## config.mk

```make
export PLATFORM = sky130hd
export DESIGN_NAME = zq_quiet_monitor
export DESIGN_NICKNAME = d
export VERILOG_FILES = /design/src/rtl/zqm_pkg.sv /design/src/rtl/zqm_decode.sv /design/src/rtl/zqm_window.sv /design/src/rtl/zqm_report.sv /design/src/rtl/zq_quiet_monitor.sv
export SDC_FILE = /design/constraint.sdc
export NUM_CORES = 1
export LEC_CHECK = 0
export ABC_AREA = 1
export BUFFER_PORTS_ARGS = -buffer_cell sky130_fd_sc_hd__clkbuf_2
export CAP_MARGIN = 0
export CORE_MARGIN = 1.5
export CORE_UTILIZATION = 53
export DETAILED_ROUTE_END_ITERATION = 10
export PLACE_DENSITY = 0.77
export SETUP_SLACK_MARGIN = 0.2
export SLEW_MARGIN = 20
export SYNTH_ARGS = -nofsm -noshare
export SYNTH_HDL_FRONTEND = slang
export SYNTH_SLANG_ARGS = --single-unit
```

## constraint.sdc

```tcl
create_clock -name clk -period 1.8 [get_ports clk]
set_input_delay 0.09 -clock clk [delete_from_list [all_inputs] [get_ports clk]]
set_output_delay 0.09 -clock clk [all_outputs]
set_load 0.03 [all_outputs]
```

## src/rtl/zqm_pkg.sv

```systemverilog
// Shared types and helpers for the ZQ quiet-window monitor.
// Assumes: the durations are positive integers that fit in 32 bits.
package zqm_pkg;

    typedef enum logic [1:0] {
        ZQK_NONE  = 2'd0,
        ZQK_SHORT = 2'd1,
        ZQK_LONG  = 2'd2
    } zq_kind_e;

    // Width needed to hold the largest of three durations.
    function automatic int cnt_width(input int d0, input int d1, input int d2);
        int m;
        m = d0;
        if (d1 > m) m = d1;
        if (d2 > m) m = d2;
        return $clog2(m + 1);
    endfunction

endpackage

```

## src/rtl/zqm_decode.sv

```systemverilog
// Command classifier. It sorts the pins of one cycle into idle
// (deselect or NOP), a ZQ calibration of a given kind, or something else.
// Assumes: the pins have already been sampled on the command clock.
module zqm_decode
    import zqm_pkg::*;
(
    input  logic     cs_n,
    input  logic     ras_n,
    input  logic     cas_n,
    input  logic     we_n,
    input  logic     a10,
    output logic     is_idle,
    output zq_kind_e zq_kind,
    output logic [2:0] cmd_code
);

    // Classify the command present on the pins this cycle.
    always_comb begin
        is_idle  = cs_n | (ras_n & cas_n & we_n);
        cmd_code = {ras_n, cas_n, we_n};
        zq_kind  = ZQK_NONE;
        if (!cs_n && ras_n && cas_n && !we_n)
            zq_kind = a10 ? ZQK_LONG : ZQK_SHORT;
    end

endmodule

```

## src/rtl/zqm_window.sv

```systemverilog
// Quiet-window tracker. A ZQ command loads a length that depends on its
// kind and opens the window. elapsed then counts the clocks since that
// command, and the window closes once elapsed reaches the length.
// Assumes: every duration is at least 2 and fits in CNT_W bits.
module zqm_window
    import zqm_pkg::*;
#(
    parameter int ZQ_INIT_CLKS  = 512,
    parameter int ZQ_OPER_CLKS  = 256,
    parameter int ZQ_SHORT_CLKS = 64,
    parameter int CNT_W         = 10
) (
    input  logic             clk,
    input  logic             rst_n,
    input  zq_kind_e         zq_kind,
    output logic             win_open,
    output logic [CNT_W-1:0] elapsed
);

    localparam logic [CNT_W-1:0] LEN_INIT  = CNT_W'(ZQ_INIT_CLKS);
    localparam logic [CNT_W-1:0] LEN_OPER  = CNT_W'(ZQ_OPER_CLKS);
    localparam logic [CNT_W-1:0] LEN_SHORT = CNT_W'(ZQ_SHORT_CLKS);

    logic             long_seen;
    logic [CNT_W-1:0] win_len;
    logic [CNT_W-1:0] next_len;

    // Pick the length of the window a calibration this cycle would open.
    always_comb begin
        next_len = LEN_SHORT;
        if (zq_kind == ZQK_LONG)
            next_len = long_seen ? LEN_OPER : LEN_INIT;
    end

    // Open, advance and close the window; remember whether a long calibration has happened.
    always_ff @(posedge clk) begin
        if (!rst_n) begin
            win_open  <= 1'b0;
            elapsed   <= '0;
            win_len   <= '0;
            long_seen <= 1'b0;
        end else if (zq_kind != ZQK_NONE) begin
            win_open <= 1'b1;
            elapsed  <= CNT_W'(1);
            win_len  <= next_len;
            if (zq_kind == ZQK_LONG)
                long_seen <= 1'b1;
        end else if (win_open) begin
            if (elapsed == win_len - 1'b1) begin
                win_open <= 1'b0;
                elapsed  <= '0;
            end else begin
                elapsed <= elapsed + 1'b1;
            end
        end
    end

endmodule

```

## src/rtl/zqm_report.sv

```systemverilog
// Breach reporter. It flags a non-idle command inside an open window and
// registers the strobe, the code, the elapsed count and the storage qualifier.
// Assumes: win_open and elapsed describe the current cycle's command.
module zqm_report #(
    parameter int CNT_W = 10
) (
    input  logic             clk,
    input  logic             rst_n,
    input  logic             win_open,
    input  logic [CNT_W-1:0] elapsed,
    input  logic             is_idle,
    input  logic             is_zq,
    input  logic [2:0]       cmd_code,
    output logic             viol,
    output logic [2:0]       viol_cmd,
    output logic [CNT_W-1:0] viol_elapsed,
    output logic             qual
);

    logic breach;

    // A breach is any non-idle command while the window is open.
    always_comb breach = win_open & ~is_idle;

    // Register the report fields, zeroed when there is no breach.
    always_ff @(posedge clk) begin
        if (!rst_n) begin
            viol         <= 1'b0;
            viol_cmd     <= '0;
            viol_elapsed <= '0;
            qual         <= 1'b0;
        end else begin
            viol         <= breach;
            viol_cmd     <= breach ? cmd_code : 3'b000;
            viol_elapsed <= breach ? elapsed : '0;
            qual         <= breach | is_zq;
        end
    end

endmodule

```

## src/rtl/zq_quiet_monitor.sv

```systemverilog
// Top of the ZQ quiet-window monitor. It chains the decoder, the window
// tracker and the reporter.
// Assumes: one command per clock on the pins, synchronous active-low reset.
module zq_quiet_monitor
    import zqm_pkg::*;
#(
    parameter int ZQ_INIT_CLKS  = 512,
    parameter int ZQ_OPER_CLKS  = 256,
    parameter int ZQ_SHORT_CLKS = 64,
    parameter int CNT_W         = cnt_width(ZQ_INIT_CLKS, ZQ_OPER_CLKS, ZQ_SHORT_CLKS)
) (
    input  logic             clk,
    input  logic             rst_n,
    input  logic             cs_n,
    input  logic             ras_n,
    input  logic             cas_n,
    input  logic             we_n,
    input  logic             a10,
    output logic             viol,
    output logic [2:0]       viol_cmd,
    output logic [CNT_W-1:0] viol_elapsed,
    output logic             qual
);

    logic             is_idle;
    zq_kind_e         zq_kind;
    logic [2:0]       cmd_code;
    logic             win_open;
    logic [CNT_W-1:0] elapsed;

    zqm_decode u_dec (
        .cs_n     (cs_n),
        .ras_n    (ras_n),
        .cas_n    (cas_n),
        .we_n     (we_n),
        .a10      (a10),
        .is_idle  (is_idle),
        .zq_kind  (zq_kind),
        .cmd_code (cmd_code)
    );

    zqm_window #(
        .ZQ_INIT_CLKS  (ZQ_INIT_CLKS),
        .ZQ_OPER_CLKS  (ZQ_OPER_CLKS),
        .ZQ_SHORT_CLKS (ZQ_SHORT_CLKS),
        .CNT_W         (CNT_W)
    ) u_win (
        .clk      (clk),
        .rst_n    (rst_n),
        .zq_kind  (zq_kind),
        .win_open (win_open),
        .elapsed  (elapsed)
    );

    zqm_report #(
        .CNT_W (CNT_W)
    ) u_rep (
        .clk          (clk),
        .rst_n        (rst_n),
        .win_open     (win_open),
        .elapsed      (elapsed),
        .is_idle      (is_idle),
        .is_zq        (zq_kind != ZQK_NONE),
        .cmd_code     (cmd_code),
        .viol         (viol),
        .viol_cmd     (viol_cmd),
        .viol_elapsed (viol_elapsed),
        .qual         (qual)
    );

endmodule

```

# Word-level counts from Yosys, hierarchy flattened
# Index checks and enable logic that the tools add are counted.
# W data, S select, Z words.
# op_classes
addsub,2
n_eq_ne,2
n_mux,10
n_bitwise,7
reduce_logical,10
# ops
op,count
$mux W10,3
$add A10 B1 Y10 const B,1
$eq A10 B10 Y1,1
$sub A10 B1 Y10 const B,1
$mux W1,5
$mux W2,2
$reduce_and A2 Y1,2
$reduce_bool A2 Y1,2
$and A1 B1 Y1,3
$logic_and A1 B1 Y1,3
$eq A2 B2 Y1 const B,1
$logic_not A1 Y1,2
$not A1 Y1,2
$or A1 B1 Y1,2
$reduce_or A2 Y1,1
# word_totals
ff_bits,37
output_inout_bits,15
wordCells,40

# Logic depth before layout (Yosys ltp)
# depth
word_depth,7
mapped_depth,8

# Hierarchy
# A second synthesis with hierarchy kept.
# unflattened
cells_unflattened,157
hier_area_um2,1270.0
# by_module_without_submodules
module,n_inst,cells_per_inst,area_per_inst_um2,seq_area_each_um2
zqm_window,1,95,732.0,300.3
zqm_report,1,47,466.7,300.3
zqm_decode,1,12,60.1,0.0
zq_quiet_monitor,1,3,11.3,0.0

# Worst setup path before layout
# OpenSTA, ideal clock, no wires.
# synth_path
path_kind,register -> register
startpoint,reg u_win.win_len[6]
endpoint,reg u_win.elapsed[1]
t_arrival_ns,1.321
t_required_ns,1.730
slack_ns,0.409
path_stages_with_launch,9
synth_period_minus_slack_ns,1.391
cell_sequence,dfxtp_1 -> inv_1 -> ha_1 -> or2_2 -> nand2_1 -> nor2_1 -> nand2_1 -> nand3_1 -> a21oi_1
# synth_via
elab_chain_cells,3
# synth_rtl
item,line,text
from (decl),zqm_window.sv:25,logic [CNT_W-1:0] win_len;
from (signal assigned),zqm_window.sv:45,win_len <= next_len;
$sub A10 B1 Y10,zqm_window.sv:49,if (elapsed == win_len - 1'b1) begin
$eq A10 B10 Y1,zqm_window.sv:49,
$mux W10,zqm_window.sv:49,
to (signal assigned),zqm_window.sv:53,elapsed <= elapsed + 1'b1;
to (decl),zqm_window.sv:17,output logic [CNT_W-1:0] elapsed
# No other way between the ends.
# A chain may end at the register's enable or synchronous reset.

# Final worst setup path
# layout_path
startpoint,reg u_win.win_len[6]
endpoint,reg u_win.elapsed[0]
# layout_via
elab_chain_cells,5
# layout_rtl
item,line,text
$sub A10 B1 Y10,zqm_window.sv:49,
$eq A10 B10 Y1,zqm_window.sv:49,
$mux W10,zqm_window.sv:49,
$mux W1,zqm_window.sv:48,end else if (win_open) begin
$mux W1,zqm_window.sv:42,end else if (zq_kind != ZQK_NONE) begin
# No other way between the ends. The select of a mux whose other input is x is not followed.

==> impl_metrics.csv <==
group,metric,value,unit
setup_path,critPathMaxStageDelay,0.31,ns
finish,syn2layout_area_growth,18.7,%
cts,htreeDepth,2,
setup_path,arrival,1.70,ns
detailed_routing,via_count,904,
timing,maxSlewHeadroom,75.3,%
finish,post_route_cells_drive_above_1_share,27.2,%
setup_path,r2r_cells,8,
detailed_routing,drt_iter0_markers,12,
synth,synth_seq_cells,30,
cts,clk_pin_slew_worst_paths,0.08,ns
setup_path,cp_top_family,"simple AND/OR/NAND/NOR gates",
timing,setup_tns,0,ns
global_route,gr-total-overflow,0,
finish,diodes,0,
cts,numCtsBuffers,5,
setup_path,criticalPathCategory,"flop to flop",
timing,hold_violations,0,
power_and_ir_drop,powerDensity,770,nW/um2
setup_path,r2r-end,"u_win.elapsed[0]",
die,die_y,50.4,um
die,io_pins,22,
cts,clock-sinks,30,
run_status,run_status,"finished clean",
finish,design_area,1410,um2
global_route,grt_pass1_vias,912,
placement,portBuffers,21,
power_and_ir_drop,peakVddDrop,0.540,mV
finish,nets,178,
timing,worst_pin_slew,0.371,ns
min_path,hp-class,"primary input to flop",
die,die_x,50.4,um
setup_path,required,2.06,ns
finish,nFillCells,173,
min_path,min_from,"cas_n",
placement,detailed_place.area,1310,um2
placement,dp_hpwl,1.47,mm
detailed_routing,ant_nets,0,
global_route,antenna_found_initial,0,
setup_path,worst-path-buf-inv,1,
timing,final.min_clock_period,1.44,ns
min_path,min_to,"u_rep.viol_cmd[1]",
cts,clockRootBuffer,"clkbuf_4",
setup_path,ff2ff_setup_slack,0.36,ns
timing,setup_viol,0,
synth,yosys_warnings,0,
cts,post_cts_buffers,0,
setup_path,critPathSlowestCell,"dfxtp_1",
global_route,grt_max_degree,15,
die,floorplan.initialDensity,58.2,%
timing,whs,0.0180,ns
placement,place_congestion,0.838,
timing,max_freq,693,MHz
detailed_routing,wl_per_cell,10.5,um
power_and_ir_drop,p_total,1.09,mW
die,fp.coreArea,2040,um2
timing,skew,0.00716,ns
synth,ys_seq_area_share,50.5,%
detailed_routing,drc,0,
timing,rsz0062_at_grt,"no",
cts,cts.path.max_buffers,2,
setup_path,end_kind,"flop",
timing,maxSlewViolCount,0,
synth,netlist_area,1190,um2
setup_path,crit_chain,"inv_1, ha_4, or2_2, nand2_1, nor2_2, nand2_2, nand3_1, a21oi_1",
timing,timing.final.crit_share,80.2,%
die,die_area,2540,um2
global_route,grt_first_pass_wirelength,3.64,mm
die,num_rows,16,
cts,insertion_delay,0.32,ns
synth,synth_cell_types,21,
detailed_routing,routed_via_density,4.61,
synth,synthesis.instances,139,
power_and_ir_drop,p_leak,0.575,nW
synth,syn-num-nets,148,
setup_path,critPathMaxFanout,4,
min_path,holdPathStages,3,
cts,tritoncts,"done",
detailed_routing,wirelength,2.06,mm
synth,syn_area_per_cell,8.55,um2
global_route,gr-usage-all-layers,19.9,%
detailed_routing,firstDrtPassIters,4,
job,maxCapViolCount,0,
setup_path,r2r_start,"u_win.win_len[6]",
setup_path,crit_path_start_kind,"flop",
## worst min-delay path, delay by kind of cell
kind,cells,cell delay [ns]
buffers and inverters,2,0.17
and+or+nand+nor,1,0.04
## report_power, final
group / internal [mW] / total [mW] / switching, mW
clock: 0.147 / 0.358 / 0.211
sequential: 0.668 / 0.673 / 0.00452
combinational: 0.0235 / 0.0554 / 0.0319
total: 0.839 / 1.09 / 0.248
## flip-flops by register name (all words and copies together) (netlist names)
| register | count |
|---|---|
| u_rep.qual | 1 |
| u_rep.viol | 1 |
| u_rep.viol_cmd | 3 |
| u_rep.viol_elapsed | 10 |
| u_win.elapsed | 10 |
| u_win.long_seen | 1 |
| u_win.win_len | 3 |
| u_win.win_open | 1 |
## metrics by stage
step                      instances  worst slack [ns]  utilization [%]
after floorplan                 139             0.409                -
after global placement          186             0.352             64.3
after detailed placement        186             0.276             64.3
after CTS                       196             0.259             68.0
after global routing            196             0.212             69.1
final                           196             0.356             69.1
## worst max-delay path by stage
stage	startpoint	end	slack, ns	depth (start not counted)
2_1_floorplan	u_win.win_len[6]	u_win.elapsed[1]	0.41	8
3_3_place_gp	u_win.win_len[6]	u_win.elapsed[1]	0.35	8
3_5_place_dp	u_win.win_len[6]	u_win.elapsed[0]	0.28	8
4_1_cts	u_win.win_len[6]	u_win.elapsed[0]	0.26	8
5_1_grt	u_win.win_len[6]	u_win.elapsed[7]	0.21	8
6_report	u_win.win_len[6]	u_win.elapsed[0]	0.36	8
## cells in the mapped netlist
cell type,n,area (um2)
nand2_1,21,78.8
buf_6,2,22.5
xnor2_1,1,8.76
nor2_2,8,50.1
o21bai_4,1,18.8
nor4_4,1,21.3
nor2_1,21,78.8
nor2_4,1,11.3
o22ai_1,2,12.5
inv_1,21,78.8
a21oi_1,3,15.0
a22oi_1,1,7.51
or2_2,1,6.26
dfxtp_1,30,601
ha_1,2,25.0
inv_2,1,3.75
nand4_1,1,6.26
nand3_1,8,40.0
xor2_1,9,78.8
inv_6,1,8.76
o21ai_0,3,15.0
## area by class of cell
cell class / instances / area (um2) / area share [%]
Multi-Input combinational cell: 84 / 498 / 35.3
Inverter: 23 / 91.3 / 6.47
Clock buffer: 7 / 45.0 / 3.19
Timing Repair Buffer: 25 / 143 / 10.1
Tap cell: 27 / 33.8 / 2.39
Sequential cell: 30 / 601 / 42.6
## cell usage in the layout (no fill, tap or decap), drive strengths merged
master,Yosys,layout
or2,1,1
clkbuf,0,28
dlygate4sd3,0,3
ha,2,2
nor2,30,30
nand4,1,1
a21oi,3,3
dfxtp,30,30
nor4,1,1
nand3,8,8
a22oi,1,1
buf,2,1
o22ai,2,2
inv,23,23
xnor2,1,1
nand2,21,21
o21bai,1,1
xor2,9,9
o21ai,3,3
## layer usage
layer	vias to the layer above	share of wire (%)	track usage (%)
li1	482	-	-
met1	399	47	23.2
met2	19	45	30.9
met3	4	5.6	8.93
met4	0	2.2	9.46
met5	-	0	0
## timing repair
item,CTS,global route
hold endpoints to repair,3,0
gates resized for setup,0,5
setup endpoints to repair,0,8
hold buffers,3,0
## cells by family (layout without fill, tap and decap cells)
family / after synthesis / count (layout) / share of synthesized area (%)
buffers and inverters: 25 / 55 / 9.58
and+or+nand+nor: 62 / 62 / 24.6
xor gates and xnor gates: 10 / 10 / 7.37
adders and majority gates: 2 / 2 / 2.10
AOI/OAI and AO/OA: 10 / 10 / 5.79
DFF: 30 / 30 / 50.5
Power figures use the tool's default switching activity.
